===== src/rtl/dps_pkg.sv =====
// Shared types for the display power state controller.
// Assumes the activity flags are already synchronous to the controller clock.
package dps_pkg;

    // Displayed power state; the encoding is internal to the block.
    typedef enum logic [1:0] {
        PM_ON   = 2'd0,
        PM_STBY = 2'd1,
        PM_SUSP = 2'd2,
        PM_OFF  = 2'd3
    } pm_mode_e;

    // Override phase after power-up versus normal qualified operation.
    typedef enum logic {
        PH_OVERRIDE = 1'b0,
        PH_NORMAL   = 1'b1
    } pm_phase_e;

    // Target state selected by the pair of sync activity flags.
    function automatic pm_mode_e sync_to_mode(input logic h_live, input logic v_live);
        pm_mode_e m;
        case ({h_live, v_live})
            2'b11:   m = PM_ON;
            2'b01:   m = PM_STBY;
            2'b10:   m = PM_SUSP;
            default: m = PM_OFF;
        endcase
        return m;
    endfunction

endpackage


===== src/rtl/dps_tick_gen.sv =====
// Prescaler: emits a one-clock tick every DIV clocks, first tick DIV-1
// clocks after reset release. Assumes DIV >= 1 (DIV = 1 ticks every clock).
module dps_tick_gen #(
    parameter int unsigned DIV = 1024
) (
    input  logic clk,
    input  logic rst_n,
    output logic tick
);
    localparam int unsigned CW = (DIV < 2) ? 1 : $clog2(DIV);
    localparam logic [CW-1:0] LAST = CW'(DIV - 1);

    logic [CW-1:0] div_q;

    assign tick = (div_q == LAST);

    // Free-running divider that wraps at DIV-1.
    always_ff @(posedge clk) begin
        if (!rst_n)    div_q <= '0;
        else if (tick) div_q <= '0;
        else           div_q <= div_q + 1'b1;
    end

    p_div_in_range_r5: assert property (@(posedge clk) disable iff (!rst_n)
        div_q <= LAST);

endmodule


===== src/rtl/dps_dwell_timer.sv =====
// Dwell qualifier: counts ticks while `run` is held; `fire` pulses on the
// LIMIT-th tick. Dropping `run` clears the count at once.
// Assumes LIMIT >= 1 and that `tick` is a single-clock pulse.
module dps_dwell_timer #(
    parameter int unsigned LIMIT = 12
) (
    input  logic clk,
    input  logic rst_n,
    input  logic run,
    input  logic tick,
    output logic fire
);
    localparam int unsigned CW = (LIMIT < 2) ? 1 : $clog2(LIMIT);
    localparam logic [CW-1:0] LAST = CW'(LIMIT - 1);

    logic [CW-1:0] cnt_q;

    assign fire = run & tick & (cnt_q == LAST);

    // Tick counter, cleared when qualification stops or completes.
    always_ff @(posedge clk) begin
        if (!rst_n)              cnt_q <= '0;
        else if (!run || fire)   cnt_q <= '0;
        else if (tick)           cnt_q <= cnt_q + 1'b1;
    end

    p_count_in_range_r5: assert property (@(posedge clk) disable iff (!rst_n)
        cnt_q <= LAST);

    // an interrupted qualification starts over from zero.
    p_idle_clears_r6: assert property (@(posedge clk) disable iff (!rst_n)
        !run |=> cnt_q == '0);

endmodule


===== src/rtl/dps_mode_fsm.sv =====
// Power state decision: holds the displayed state and the override phase,
// runs the entry and recovery qualifiers and applies immediate moves
// between saving states. Assumes h_active/v_active are synchronous.
module dps_mode_fsm
    import dps_pkg::*;
#(
    parameter int unsigned ENTRY_TICKS = 189,
    parameter int unsigned RECOV_TICKS = 12
) (
    input  logic     clk,
    input  logic     rst_n,
    input  logic     h_active,
    input  logic     v_active,
    input  logic     tick,
    output pm_mode_e mode_o
);
    pm_mode_e  cond;
    pm_mode_e  mode_q, mode_d;
    pm_phase_e phase_q, phase_d;
    logic      entry_run, entry_fire;
    logic      recov_run, recov_fire;

    assign cond = sync_to_mode(h_active, v_active);

    // Qualification windows: leaving ON and coming back to ON.
    assign entry_run = (phase_q == PH_NORMAL) && (mode_q == PM_ON) && (cond != PM_ON);
    assign recov_run = (phase_q == PH_NORMAL) && (mode_q != PM_ON) && (cond == PM_ON);

    dps_dwell_timer #(.LIMIT(ENTRY_TICKS)) entry_tmr_i (
        .clk   (clk),
        .rst_n (rst_n),
        .run   (entry_run),
        .tick  (tick),
        .fire  (entry_fire)
    );

    dps_dwell_timer #(.LIMIT(RECOV_TICKS)) recov_tmr_i (
        .clk   (clk),
        .rst_n (rst_n),
        .run   (recov_run),
        .tick  (tick),
        .fire  (recov_fire)
    );

    // Next-state decision for phase and displayed state.
    always_comb begin
        mode_d  = mode_q;
        phase_d = phase_q;
        if (phase_q == PH_OVERRIDE) begin
            if (cond != PM_OFF) phase_d = PH_NORMAL;
        end else if (mode_q == PM_ON) begin
            if (entry_fire) mode_d = cond;
        end else if (cond == PM_ON) begin
            if (recov_fire) mode_d = PM_ON;
        end else if (cond != mode_q) begin
            mode_d = cond;
        end
    end

    // State registers; reset enters the override evaluation showing ON.
    always_ff @(posedge clk) begin
        if (!rst_n) begin
            phase_q <= PH_OVERRIDE;
            mode_q  <= PM_ON;
        end else begin
            phase_q <= phase_d;
            mode_q  <= mode_d;
        end
    end

    assign mode_o = mode_q;

    p_override_holds_on_r2: assert property (@(posedge clk) disable iff (!rst_n)
        phase_q == PH_OVERRIDE |-> mode_q == PM_ON);

    p_override_once_r3: assert property (@(posedge clk) disable iff (!rst_n)
        phase_q == PH_NORMAL |=> phase_q == PH_NORMAL);

    p_leave_on_qualified_r5: assert property (@(posedge clk) disable iff (!rst_n)
        ($past(mode_q) == PM_ON && mode_q != PM_ON) |-> $past(entry_fire));

    p_return_on_checked_r8: assert property (@(posedge clk) disable iff (!rst_n)
        ($past(mode_q) != PM_ON && mode_q == PM_ON) |-> $past(recov_fire));

    p_hop_immediate_r9: assert property (@(posedge clk) disable iff (!rst_n)
        (phase_q == PH_NORMAL && mode_q != PM_ON && cond != PM_ON && cond != mode_q)
        |=> mode_q == $past(cond));

endmodule


===== src/rtl/dps_out_stage.sv =====
// Output register stage: decodes the displayed state into active-low
// indicators from flops, so no decode glitch reaches the pins.
// The combined saving indicator is built only when COMBINED_EN is set.
module dps_out_stage
    import dps_pkg::*;
#(
    parameter bit COMBINED_EN = 1'b1
) (
    input  logic     clk,
    input  logic     rst_n,
    input  pm_mode_e mode_i,
    output logic     stby_n,
    output logic     susp_n,
    output logic     off_n,
    output logic     save_any_n
);
    // Individual indicators, all inactive after reset.
    always_ff @(posedge clk) begin
        if (!rst_n) begin
            stby_n <= 1'b1;
            susp_n <= 1'b1;
            off_n  <= 1'b1;
        end else begin
            stby_n <= (mode_i != PM_STBY);
            susp_n <= (mode_i != PM_SUSP);
            off_n  <= (mode_i != PM_OFF);
        end
    end

    generate
        if (COMBINED_EN) begin : g_combined
            // Combined indicator for either of the two lighter saving states.
            always_ff @(posedge clk) begin
                if (!rst_n) save_any_n <= 1'b1;
                else        save_any_n <= !((mode_i == PM_STBY) || (mode_i == PM_SUSP));
            end

            p_combined_matches_r11: assert property (@(posedge clk) disable iff (!rst_n)
                save_any_n == (stby_n & susp_n));
        end else begin : g_no_combined
            assign save_any_n = 1'b1;
        end
    endgenerate

    p_one_indicator_r12: assert property (@(posedge clk) disable iff (!rst_n)
        $onehot0({~stby_n, ~susp_n, ~off_n}));

endmodule


===== src/rtl/dps_power_ctrl.sv =====
// Top of the display power state controller: prescaler, state decision and
// registered active-low outputs. Assumes the activity flags are synchronous
// to clk; reset is synchronous, active low, and marks manual power-up.
module dps_power_ctrl #(
    parameter int unsigned TICK_DIV    = 1024,
    parameter int unsigned ENTRY_TICKS = 189,
    parameter int unsigned RECOV_TICKS = 12,
    parameter bit          COMBINED_EN = 1'b1
) (
    input  logic clk,
    input  logic rst_n,
    input  logic h_active,
    input  logic v_active,
    output logic stby_n,
    output logic susp_n,
    output logic off_n,
    output logic save_any_n
);
    logic              tick;
    dps_pkg::pm_mode_e mode;

    dps_tick_gen #(.DIV(TICK_DIV)) tick_i (
        .clk   (clk),
        .rst_n (rst_n),
        .tick  (tick)
    );

    dps_mode_fsm #(
        .ENTRY_TICKS (ENTRY_TICKS),
        .RECOV_TICKS (RECOV_TICKS)
    ) fsm_i (
        .clk      (clk),
        .rst_n    (rst_n),
        .h_active (h_active),
        .v_active (v_active),
        .tick     (tick),
        .mode_o   (mode)
    );

    dps_out_stage #(.COMBINED_EN(COMBINED_EN)) out_i (
        .clk        (clk),
        .rst_n      (rst_n),
        .mode_i     (mode),
        .stby_n     (stby_n),
        .susp_n     (susp_n),
        .off_n      (off_n),
        .save_any_n (save_any_n)
    );

    p_reset_quiet_r1: assert property (@(posedge clk)
        !rst_n |=> (stby_n && susp_n && off_n && save_any_n));

endmodule


===== config.mk =====
export PLATFORM = sky130hd
export DESIGN_NAME = dps_power_ctrl
export DESIGN_NICKNAME = d
export VERILOG_FILES = /design/src/rtl/dps_pkg.sv /design/src/rtl/dps_tick_gen.sv /design/src/rtl/dps_dwell_timer.sv /design/src/rtl/dps_mode_fsm.sv /design/src/rtl/dps_out_stage.sv /design/src/rtl/dps_power_ctrl.sv
export SDC_FILE = /design/constraint.sdc
export NUM_CORES = 1
export LEC_CHECK = 0
export BUFFER_PORTS_ARGS = -buffer_cell sky130_fd_sc_hd__clkbuf_2
export CAP_MARGIN = 15
export CORE_MARGIN = 2
export CORE_UTILIZATION = 52
export DETAILED_ROUTE_END_ITERATION = 7
export GPL_TIMING_DRIVEN = 1
export PLACE_DENSITY = 0.79
export SYNTH_ARGS = -nofsm -noshare
export SYNTH_HDL_FRONTEND = slang
export SYNTH_SLANG_ARGS = --single-unit
export TNS_END_PERCENT = 50

===== constraint.sdc =====
create_clock -name clk -period 1.7 [get_ports clk]
set_clock_uncertainty 0.2 [all_clocks]
set_input_delay 0.34 -clock clk [delete_from_list [all_inputs] [get_ports clk]]
set_output_delay 0.34 -clock clk [all_outputs]
set_load 0.01 [all_outputs]

==> results.md <==
- Drt drc: 0
- Max-slew violations: 0
- Power per cell area: 694 nW/um^2
- R2R Setup Slk: -0.01 ns
- # setup viols final: 2
- Synth area leaders: dfxtp_1 (43%), xor2_1 (9.1%), ha_1 (8.4%)
- Min-delay src: h_active
- Worst Tran Pin Value: 0.332 ns
- Vias in the first global route: 980
- Sequential area share after synthesis: 43.2%
- Area delta synth->final: 27.2%
- Critical Path AT: 1.75 ns
- Number of synthesized flops with an enable pin: 0
- Remaining Overflow, GRT: 0
- Initial antenna violation count: 0
- Leakage power: 0.000708 uW
- Startpoint types: register
- ANT nets after route: 0
- IO Count: 8
- Placed Instance Area: 1550 sq um
- Layout Cells excl Fill: 205
- # diodes: 0
- Routability cong.: 0.813
- CORE AREA: 2450 sq um
- Die X: 54.9 um
- Crit Path Max Fanout: 11
- Top delay family on crit path: simple AND/OR/NAND/NOR gates
- Final WS setup: -0.0127 ns
- Total Die Area: 3010 sq um
- Post-route cell area: 1710 sq um
- Req. time, crit path: 1.74 ns
- GRT Total Usage: 21.2%
- FMAX: 584 MHz
- Slowest Stage Delay on Critical Path: 0.36 ns
- Routed vias: 1079
- Yosys cell types: 30
- Asr flop ratio synth: 0%
- Synth top area share: 43.2%
- Post-DP HPWL: 1.87 mm
- CTS tree: built
- Syn Area/Cell: 9.41 sq um
- Ys flop type: dfxtp_1
- Root Buffer: clkbuf_4
- First-pass GRT wire length: 4.28 mm
- Mapped Area: 1350 sq um
- Filler instances: 183
- Slew HR: 77.6%
- Initial DRT Pass Iterations: 4
- Initial core utilization: 54.8%
- Synth area leader: dfxtp_1
- Placed cell count: 194
- Tcrit/Tclk final: 101%
- Num CTS Buffers: 5
- Sequential cell area: 588 sq um
- Total of warnings raised by yosys: 0
- Die H: 54.9 um
- Largest net degree at the start of global routing: 14
- Number of max-cap violations: 0
- Violated checks: negative setup slack
- Longest Clk Path Bufs: 2
- Hold EP: fsm_i.phase_q$_SDFF_PN0_
- Worst slack at placement: -0.0459 ns
- Multi-input logic area: 810 sq um
- Clock period minus final worst setup slack: 1.71 ns
- Worst path slowest cell: dfxtp_2
- Crit path cell chain: ha_4 -> nand3_4 -> nor3_4 -> buf_12 -> nand4_1 -> xor2_1 -> nor2_1
- Worst Setup End Kind: register
- Sink Count: 29
- R2R cell count: 7
- Status: finished with violations
- Layout cells sized above 1: 32.0%
- PortBufs: 7
- Yosys reg bits: 29
- Nets@finish: 188
- Hold Path Cell Cnt: 2
- Syn Nets: 156
- Worst IR drop on VDD: 530 uV
- Depth of the CTS H-tree: 2
- Worst reg2reg path startpoint: tick_i.div_q[1]$_SDFF_PP0_
- Reg clk slew, reported paths: 0.08 ns
- Kind of critical path: reg -> reg
- Bufs and invs on worst path: 1
- Critical R2R Capture: fsm_i.entry_tmr_i.cnt_q[3]$_SDFFE_PP0P_
- Synth Instances: 143
- RSZ-0062 raised after global routing: yes
- Worst Hold Margin: 0.0549 ns
- Final Power: 1190 uW
- DR vias/cell: 5.26
- Clk_lat worst skew: 0.35 ns
- Placement Rows: 18
- Final hold vios: 0
- HP Class: in -> reg
- DRT Wirelength: 2.78 mm
- WL per Instance: 13.5 um
- Starting DRT DRC Count: 10
[layer usage]
layer	vias up	share of wire, %	global-route usage (%)
met5	-	0	0
met4	0	1.9	10.0
met3	6	3.4	8.20
met2	9	53	36.9
met1	513	42	22.3
li1	551	-	-
[power by group]
| group | switching (uW) | internal, uW |
|---|---|---|
| Sequential | 8.80 | 687 |
| Combinational | 29.8 | 25.9 |
| Clock | 241 | 195 |
| Total | 279 | 908 |
[state kept, by name, indices dropped and copies added (netlist names)]
signal	cells
fsm_i.mode_o	2
out_i.susp_n	1
fsm_i.phase_q	1
fsm_i.entry_tmr_i.cnt_q	8
out_i.stby_n	1
out_i.off_n	1
tick_i.div_q	10
out_i.save_any_n	1
fsm_i.recov_tmr_i.cnt_q	4
[cell usage after synthesis, types with 2 or more instances]
master,instances
dfxtp_1,29
nor2_1,23
nand2_1,16
xor2_1,14
ha_1,9
inv_1,6
nand3_1,5
nand4_1,5
xnor2_1,5
and2_1,4
and3_1,3
mux2i_1,3
a21oi_1,2
and4_1,2
nand2b_1,2
[layout make-up]
| cell class | instances | share of cell area (%) |
|---|---|---|
| Sequential cell | 29 | 34.4 |
| Timing Repair Buffer | 27 | 11.6 |
| Multi-Input combinational cell | 106 | 47.3 |
| Tap cell | 30 | 2.19 |
| Inverter | 6 | 1.32 |
| Clock buffer | 7 | 3.22 |
[worst reg2reg max path, delay by kind of cell (launching register included)]
family,cells,cell delay (ns)
fa+ha+maj,1,0.16
xor+xnor,1,0.18
flops,1,0.36
buf+inv,1,0.17
simple gates,4,0.54
[per-stage QoR]
| stage | TNS, ns | util, % |
|---|---|---|
| 2_1_floorplan | 0 | - |
| 3_3_place_gp | -0.00256 | 62.9 |
| 3_5_place_dp | -0.255 | 62.9 |
| 4_1_cts | 0 | 66.3 |
| 5_1_grt | -0.549 | 69.7 |
| 6_report | -0.0252 | 69.7 |
[what timing repair did]
item                                    4_1_cts  5_1_grt
resized for setup                             3       19
setup buffers                                 2        2
hold buffers                                  0        0
endpoints found under the setup margin        8       15
pin swaps                                     2       10
[worst max-delay path by stage]
stage / start / to / slack, ns / depth (start not counted)
after floorplan: tick_i.div_q[0]$_SDFF_PP0_ / fsm_i.recov_tmr_i.cnt_q[3]$_SDFFE_PP0P_ / 0.01 / 7
after CTS: tick_i.div_q[1]$_SDFF_PP0_ / fsm_i.entry_tmr_i.cnt_q[4]$_SDFFE_PP0P_ / 0.002 / 7
after detailed placement: tick_i.div_q[1]$_SDFF_PP0_ / fsm_i.recov_tmr_i.cnt_q[3]$_SDFFE_PP0P_ / -0.05 / 7
final: tick_i.div_q[1]$_SDFF_PP0_ / fsm_i.entry_tmr_i.cnt_q[3]$_SDFFE_PP0P_ / -0.01 / 7
after global routing: tick_i.div_q[1]$_SDFF_PP0_ / fsm_i.entry_tmr_i.cnt_q[3]$_SDFFE_PP0P_ / -0.11 / 7
after global placement: tick_i.div_q[7]$_SDFF_PP0_ / fsm_i.mode_o[0]$_SDFFE_PN0P_ / -0.001 / 5
[cells by family after synthesis]
family / after synthesis / synth area share, %
AO/OA/AOI/OAI: 7 / 3.54
XOR/XNOR: 19 / 12.4
adder cells (fa/ha/maj): 9 / 8.37
buffers and inverters: 8 / 2.79
flip-flops: 29 / 43.2
multiplexers: 3 / 2.23
AND/OR/NAND/NOR: 68 / 27.5
[layout by cell type (no fill, tap or decap), types with 2 or more instances in the layout]
master | netlist | layout
inv_1 | 6 | 4
ha_1 | 9 | 6
ha_4 | 0 | 2
dfxtp_1 | 29 | 23
clkbuf_2 | 0 | 7
mux2i_1 | 3 | 3
nor2_1 | 23 | 22
inv_2 | 0 | 2
xnor2_1 | 5 | 5
nand3_1 | 5 | 5
nand2_1 | 16 | 14
nand4_1 | 5 | 5
buf_4 | 0 | 19
and3_1 | 3 | 3
clkbuf_4 | 0 | 5
and4_1 | 2 | 2
xor2_1 | 14 | 14
dfxtp_2 | 0 | 6
nand2b_1 | 2 | 2
and2_1 | 4 | 4
(Power assumes the default switching activity.)
